[config.mk]
export PLATFORM = sky130hd
export DESIGN_NAME = nco_quarter_sine
export DESIGN_NICKNAME = d
export VERILOG_FILES = /design/src/rtl/nco_pkg.sv /design/src/rtl/nco_tune_regs.sv /design/src/rtl/nco_phase_acc.sv /design/src/rtl/nco_sine_rom.sv /design/src/rtl/nco_fold_pipe.sv /design/src/rtl/nco_quarter_sine.sv
export SDC_FILE = /design/constraint.sdc
export NUM_CORES = 1
export LEC_CHECK = 0
export CORE_UTILIZATION = 70
export DETAILED_ROUTE_END_ITERATION = 10
export DONT_BUFFER_PORTS = 1
export PLACE_DENSITY_LB_ADDON = 0.1
export SLEW_MARGIN = 25
export SYNTH_ARGS = -nofsm -noshare
export SYNTH_HDL_FRONTEND = slang
export SYNTH_SLANG_ARGS = --single-unit
[constraint.sdc]
create_clock -name clk_i -period 8.6 [get_ports clk_i]
set_input_delay 1.72 -clock clk_i [delete_from_list [all_inputs] [get_ports clk_i]]
set_output_delay 1.72 -clock clk_i [all_outputs]
set_load 0.1 [all_outputs]
[src/rtl/nco_pkg.sv]
package nco_pkg;
  typedef struct packed {
    logic neg;
    logic mirror;
  } quad_t;

  function automatic quad_t quad_decode(input logic [1:0] q);
    quad_t r;
    r.neg    = q[1];
    r.mirror = q[0];
    return r;
  endfunction
endpackage

[src/rtl/nco_tune_regs.sv]
module nco_tune_regs #(
  parameter int PHASE_W = 32,
  localparam int NBYTES = PHASE_W / 8,
  localparam int IDX_W  = $clog2(NBYTES)
) (
  input  logic               clk_i,
  input  logic               rst_ni,
  input  logic [7:0]         byte_i,
  input  logic [IDX_W-1:0]   byte_idx_i,
  input  logic               byte_we_i,
  input  logic               commit_i,
  output logic [PHASE_W-1:0] hold_o,
  output logic [PHASE_W-1:0] delta_o
);
  logic [PHASE_W-1:0] hold_q, delta_q;

  for (genvar b = 0; b < NBYTES; b++) begin : g_lane
    always_ff @(posedge clk_i or negedge rst_ni) begin
      if (!rst_ni) hold_q[8*b +: 8] <= '0;
      else if (byte_we_i && byte_idx_i == IDX_W'(b)) hold_q[8*b +: 8] <= byte_i;
    end
  end

  // commit sees hold_q before this edge's byte write
  always_ff @(posedge clk_i or negedge rst_ni) begin
    if (!rst_ni)       delta_q <= '0;
    else if (commit_i) delta_q <= hold_q;
  end

  assign hold_o  = hold_q;
  assign delta_o = delta_q;
endmodule

[src/rtl/nco_phase_acc.sv]
module nco_phase_acc #(
  parameter int PHASE_W = 32
) (
  input  logic               clk_i,
  input  logic               rst_ni,
  input  logic [PHASE_W-1:0] delta_i,
  output logic [PHASE_W-1:0] phase_o
);
  logic [PHASE_W-1:0] phase_q;

  always_ff @(posedge clk_i or negedge rst_ni) begin
    if (!rst_ni) phase_q <= '0;
    else         phase_q <= phase_q + delta_i;  // carry dropped: wraps
  end

  assign phase_o = phase_q;
endmodule

[src/rtl/nco_sine_rom.sv]
module nco_sine_rom #(
  parameter int ADDR_W = 8,
  parameter int MAG_W  = 15,
  localparam int DEPTH = 1 << ADDR_W
) (
  input  logic [ADDR_W-1:0] addr_i,
  output logic [MAG_W-1:0]  mag_o
);
  localparam real PI  = 3.14159265358979323846;
  localparam real AMP = real'((1 << MAG_W) - 1);

  logic [MAG_W-1:0] tab_w [DEPTH];

  // sampled at mid-step so mirrored addressing is exactly symmetric
  for (genvar i = 0; i < DEPTH; i++) begin : g_tab
    localparam real ANG = PI / 2.0 * (real'(i) + 0.5) / real'(DEPTH);
    localparam int  VAL = $rtoi(AMP * $sin(ANG) + 0.5);
    assign tab_w[i] = MAG_W'(VAL);
  end

  assign mag_o = tab_w[addr_i];
endmodule

[src/rtl/nco_fold_pipe.sv]
module nco_fold_pipe
  import nco_pkg::*;
#(
  parameter int PHASE_BITS = 10,
  parameter int SAMPLE_W   = 16,
  localparam int ADDR_W    = PHASE_BITS - 2,
  localparam int MAG_W     = SAMPLE_W - 1
) (
  input  logic                  clk_i,
  input  logic                  rst_ni,
  input  logic [PHASE_BITS-1:0] phase_top_i,
  output logic [ADDR_W-1:0]     rom_addr_o,
  input  logic [MAG_W-1:0]      rom_mag_i,
  output logic [SAMPLE_W-1:0]   sample_o,
  output logic                  valid_o
);
  quad_t            quad;
  logic [MAG_W-1:0] mag_q;
  logic             neg_q;
  logic [1:0]       vld_q;
  logic [SAMPLE_W-1:0] sample_q;

  assign quad       = quad_decode(phase_top_i[PHASE_BITS-1 -: 2]);
  assign rom_addr_o = quad.mirror ? ~phase_top_i[ADDR_W-1:0] : phase_top_i[ADDR_W-1:0];

  always_ff @(posedge clk_i or negedge rst_ni) begin
    if (!rst_ni) begin
      mag_q    <= '0;
      neg_q    <= 1'b0;
      sample_q <= '0;
      vld_q    <= '0;
    end else begin
      mag_q    <= rom_mag_i;
      neg_q    <= quad.neg;
      sample_q <= neg_q ? -{1'b0, mag_q} : {1'b0, mag_q};
      vld_q    <= {vld_q[0], 1'b1};
    end
  end

  assign sample_o = sample_q;
  assign valid_o  = vld_q[1];
endmodule

[src/rtl/nco_quarter_sine.sv]
module nco_quarter_sine #(
  parameter int PHASE_W    = 32,
  parameter int PHASE_BITS = 10,
  parameter int SAMPLE_W   = 16,
  localparam int IDX_W     = $clog2(PHASE_W / 8)
) (
  input  logic                clk_i,
  input  logic                rst_ni,
  input  logic [7:0]          byte_i,
  input  logic [IDX_W-1:0]    byte_idx_i,
  input  logic                byte_we_i,
  input  logic                commit_i,
  output logic [PHASE_W-1:0]  phase_o,
  output logic [SAMPLE_W-1:0] sample_o,
  output logic                valid_o
);
  localparam int ADDR_W = PHASE_BITS - 2;
  localparam int MAG_W  = SAMPLE_W - 1;

  logic [PHASE_W-1:0] hold_w, delta_w, phase_w;
  logic [ADDR_W-1:0]  rom_addr_w;
  logic [MAG_W-1:0]   rom_mag_w;

  nco_tune_regs #(.PHASE_W(PHASE_W)) u_tune (
    .clk_i, .rst_ni, .byte_i, .byte_idx_i, .byte_we_i, .commit_i,
    .hold_o(hold_w), .delta_o(delta_w)
  );

  nco_phase_acc #(.PHASE_W(PHASE_W)) u_acc (
    .clk_i, .rst_ni, .delta_i(delta_w), .phase_o(phase_w)
  );

  nco_sine_rom #(.ADDR_W(ADDR_W), .MAG_W(MAG_W)) u_rom (
    .addr_i(rom_addr_w), .mag_o(rom_mag_w)
  );

  nco_fold_pipe #(.PHASE_BITS(PHASE_BITS), .SAMPLE_W(SAMPLE_W)) u_fold (
    .clk_i, .rst_ni,
    .phase_top_i(phase_w[PHASE_W-1 -: PHASE_BITS]),
    .rom_addr_o(rom_addr_w), .rom_mag_i(rom_mag_w),
    .sample_o, .valid_o
  );

  assign phase_o = phase_w;
endmodule

==> results of run 1 <==
-- metrics by stage --
step	cells	utilization, %	instance area [um^2]	hold WS (ps)	setup slack (ps)
4_1_cts	1759	73.3	13200	374	4390
3_3_place_gp	1727	69.8	12500	345	4500
2_1_floorplan	1618	-	12800	331	4350
3_5_place_dp	1727	69.8	12500	342	4410
-- Yosys cell counts (all sizes together), types with 14 or more instances --
| library cell | n | area, um^2 |
|---|---|---|
| o211ai | 20 | 150 |
| nor2 | 134 | 513 |
| o221ai | 18 | 158 |
| nand2 | 146 | 553 |
| nor2b | 32 | 213 |
| ha | 48 | 601 |
| a31oi | 28 | 175 |
| o22ai | 51 | 339 |
| nand2b | 35 | 219 |
| o21ai | 152 | 768 |
| buf | 93 | 563 |
| nand3 | 40 | 200 |
| or2 | 14 | 87.6 |
| nor3 | 29 | 145 |
| a22oi | 21 | 176 |
| mux2 | 65 | 732 |
| clkbuf | 50 | 194 |
| a21oi | 154 | 774 |
| a211oi | 39 | 293 |
| inv | 23 | 86.3 |
| a221oi | 15 | 131 |
| xor2 | 17 | 194 |
| xnor2 | 40 | 369 |
| o31ai | 14 | 105 |
| dfrtp | 130 | 3250 |
-- metal layers --
layer / GRT usage [%] / overflow
met1: 77.3 / 0
met5: 25.8 / 0
met4: 62.9 / 7
met2: 86.3 / 10
met3: 61.0 / 0
-- cells by family after synthesis --
kind of cell	Yosys count
simple gates	502
flops	130
xor+xnor	57
mux	76
other cells	1
fa+ha+maj	49
buf+inv	168
compound gates	635
==> summary.md, run 1 <==
| Metric | Value |
|---|---|
| Run Error | [ERROR GRT-0116] Global routing finished with congestion. Check the congestion regions in the DRC Viewer. |
| Post-synthesis sequential area ratio | 25.4% |
| PortBufs | 0 |
| Main synth FF type | dfrtp_1 |
| Failed at | global routing (5_1_grt) |
| Post-Synth Simple-Gate Area | 19.0% |
| Post-synth EDFFs | 0 |
| Post-CTS setup buffers | 0 |
| FF+latch count, synth | 130 |
| Total CTS buffers | 17 |
| Synthesized area | 12800 um^2 |
| Syn Area/Cell | 7.91 um^2 |
| Yosys cell types | 97 |
| PostCTS Resize Cnt | 0 |
| Total global-route track usage | 73.0% |
| Synth Area in XOR/XNOR | 4.40% |
| H-tree depth | 4 |
| Mux cell area share after synthesis | 7.15% |
| Initial cell density of the core | 71.3% |
| Io pins | 63 |
| Die Y | 137 um |
| Site Rows | 49 |
| Largest family of logic cells by synthesized area | compound AO/OA/AOI/OAI gates |
| Detail Placement HPWL | 40.6 mm |
| Complex-gate fraction of the synthesized area | 32.5% |
| Vias in the first global route | 15500 |
| RD Place Congestion | 1.31 |
| Root buf cell | clkbuf_16 |
| Gr ovfl total | 17 |
| CTS Buffer Depth | 2 |
| Status | aborted with a tool error |
| Net count after synthesis | 1681 |
| Asr flop ratio synth | 100% |
| First-pass GRT wire length | 99.0 mm |
| Die X | 137 um |
| CTS sink count | 130 |
| Synth warn | 0 |
| Largest net degree at the start of global routing | 131 |
| Adder-cell share of the synthesized area | 4.85% |
| Cts hold-fix bufs | 0 |
| Mapped Cells | 1618 |
==> inputs of run 2 (changes only) <==
--- a/config.mk
+++ b/config.mk
@@ -5,10 +5,10 @@
 export SDC_FILE = /design/constraint.sdc
 export NUM_CORES = 1
 export LEC_CHECK = 0
-export CORE_UTILIZATION = 70
+export CORE_UTILIZATION = 40
 export DETAILED_ROUTE_END_ITERATION = 10
 export DONT_BUFFER_PORTS = 1
-export PLACE_DENSITY_LB_ADDON = 0.1
+export PLACE_DENSITY_LB_ADDON = 0.15
 export SLEW_MARGIN = 25
 export SYNTH_ARGS = -nofsm -noshare
 export SYNTH_HDL_FRONTEND = slang
==> summary.md, run 2 <==
| Metric | Value |
|---|---|
| Status | completed |
| Placed Area | 12900 um^2 (+3.0%) |
| Area Overhead vs Synth | 5.31% |
| Most common cell in the netlist | a21oi_1 |
| Hold WS | 361 ps |
| Buffers plus inverters on the worst setup path | 3 |
| Clock Latency Late Sink | 440 ps |
| Remaining antenna violation count | 0 |
| Share of the synthesized area in the top cell type | 25.4% (unchanged) |
| Fmax | 178 MHz |
| Net count after synthesis | 1681 (unchanged) |
| Storage cell area | 3270 um^2 |
| Share of cells above drive strength 1 | 12.5% |
| H-tree depth | 4 (unchanged) |
| Site Rows | 65 (+33%) |
| Via count | 14500 |
| Mapped Cells | 1618 (unchanged) |
| Arrival time worst endpoint | 5890 ps |
| Synth warn | 0 (unchanged) |
| Main synth FF type | dfrtp_1 |
| CTS tree | done |
| Setup TNS | 0 ps |
| Fin crit share | 65.3% |
| Largest net degree at the start of global routing | 131 |
| Root buf cell | clkbuf_16 |
| Most instantiated cells after synthesis | a21oi_1 (153), nand2_1 (144), o21ai_0 (140) |
| Relative slew slack | 20.1% |
| Delay-heaviest family, CP | buffers and inverters |
| Max-cap violations | 0 |
| Area occupied by multi-input gates | 8720 um^2 |
| Crit Path Category | flip-flop to flip-flop |
| Commonest non-fill, non-tap cell in the layout | a21oi_1 |
| Slew Viols, Final | 0 |
| Critical-path cell list | buf_4 -> xor2_1 -> inv_1 -> ha_1 -> clkinv_1 -> a221oi_1 -> a21oi_1 -> a31oi_1 -> nand3_1 |
| Most frequent cells in the layout | a21oi_1 (153), nand2_1 (144), o21ai_0 (137) |
| Initial DRC Count | 2704 |
| PortBufs | 0 (unchanged) |
| Clk pin slew, worst setup/hold paths | 70 ps |
| RSZ-0062 raised after global routing | no |
| Initial cell density of the core | 40.6% (-31 points) |
| Yosys top cell by area | dfrtp_1 |
| CP startpoint kind | flip-flop |
| Total global-route track usage | 43.0% |
| Yosys cell types | 97 (unchanged) |
| Io pins | 63 (unchanged) |
| Vias/cell | 7.42 |
| Vias in the first global route | 13500 |
| HP Class | flip-flop to flip-flop |
| Cts hold-fix bufs | 0 (unchanged) |
| CP endpoint kind | flip-flop |
| Final instance area | 13500 um^2 |
| Initial antenna violation count | 7 |
| CTS sink count | 130 (unchanged) |
| Final Hold Fails | 0 |
| WL final | 70.7 mm |
| RD Place Congestion | 1.06 (-19%) |
| Full die area | 32700 um^2 |
| Asr flop ratio synth | 100% (unchanged) |
| Total CTS buffers | 17 (unchanged) |
| Die Y | 181 um (+32%) |
| Core ar. | 31600 um^2 |
| DRC | 0 |
| Gr ovfl total | 0 |
| Fillers | 3220 |
| PostCTS Resize Cnt | 0 (unchanged) |
| Detail Placement HPWL | 50.9 mm (+25%) |
| First-pass detailed-route iteration total | 6 |
| CTS Buffer Depth | 2 (unchanged) |
| Post-synthesis sequential area ratio | 25.4% (unchanged) |
| Worst reg2reg setup slack | 2980 ps |
| FF+latch count, synth | 130 (unchanged) |
| Final setup fails | 0 |
| Measured slew at the worst slew-check pin | 1190 ps |
| Die X | 181 um (+32%) |
| Syn Area/Cell | 7.91 um^2 (unchanged) |
| Critical Path RT | 8870 ps |
| Fin nets | 1600 |
| Synthesized area | 12800 um^2 (unchanged) |
| CP Max Fanout | 38 |
| Top cells by area, synth | dfrtp_1 (25%), a21oi_1 (6.0%), mux2_2 (5.7%), o21ai_0 (5.5%), ha_1 (4.7%) |
| Worst clock skew | 18.1 ps |
| First-pass GRT wire length | 101 mm |
| Post-synth EDFFs | 0 (unchanged) |
| CP peak stage delay | 970 ps |
| Post-CTS setup buffers | 0 (unchanged) |
| Routed WL per cell | 36.2 um |
| Final min period | 5620 ps |
| Worst path slowest cell | ha_1 |
## run 2: metal layers
metal / GRT usage [%] / vias up / wire [um]
li1: - / 5950 / -
met3: 15.5 / 298 / 9750
met2: 59.0 / 1223 / 27700
met5: 0 / - / 32
met4: 23.6 / 4 / 4640
met1: 58.0 / 7035 / 28500
## run 2: per-stage QoR
| stage | setup slack (ps) | util (%) | cells |
|---|---|---|---|
| after global routing | 2850 | 42.7 | 1951 |
| after CTS | 3220 | 42.7 | 1951 |
| after floorplan | 4350 | - | 1618 |
| after global placement | 3390 | 40.9 | 1920 |
| final | 2980 | 42.7 | 1955 |
| after detailed placement | 3240 | 40.9 | 1920 |
## run 2: kinds of logic (layout without fill, tap and decap cells)
| kind of cell | after synthesis | after routing | share of synthesized area, % |
|---|---|---|---|
| AO/OA/AOI/OAI | 635 | 635 | 32.5 |
| buffers and inverters | 168 | 99 | 6.64 |
| AND/OR/NAND/NOR | 502 | 502 | 19.0 |
| other | 1 | 5 | 0.0293 |
| adder cells (fa/ha/maj) | 49 | 49 | 4.85 |
| XOR/XNOR | 57 | 57 | 4.40 |
| flip-flops | 130 | 130 | 25.4 |
| multiplexers | 76 | 76 | 7.15 |
## run 2: final timing paths
kind                                    from  cells past startpoint                  to
hold reg to reg              u_fold.vld_q[0]                      0     u_fold.vld_q[1]
min in group asynchronous             rst_ni                      0  u_fold.sample_o[4]
setup reg to reg           u_acc.phase_o[30]                      9     u_fold.mag_q[8]
max in group asynchronous             rst_ni                      0   u_acc.phase_o[28]
setup / recovery           u_acc.phase_o[30]                      9     u_fold.mag_q[8]
hold / removal               u_fold.vld_q[0]                      0     u_fold.vld_q[1]
## run 2: area by class of cell
| cell class | instances | area share [%] |
|---|---|---|
| clock inverters | 10 | 0.826 |
| multi-input cells | 1320 | 64.7 |
| well taps | 402 | 3.73 |
| diodes | 4 | 0.0742 |
| repair buffers | 43 | 2.39 |
| flip-flops and latches | 130 | 24.3 |
| inverters | 25 | 0.696 |
| clock buffers | 21 | 3.34 |
Power of run 2 is not shown: default switching activity piles up to over one toggle a cycle in this logic, so the estimate is an artifact.
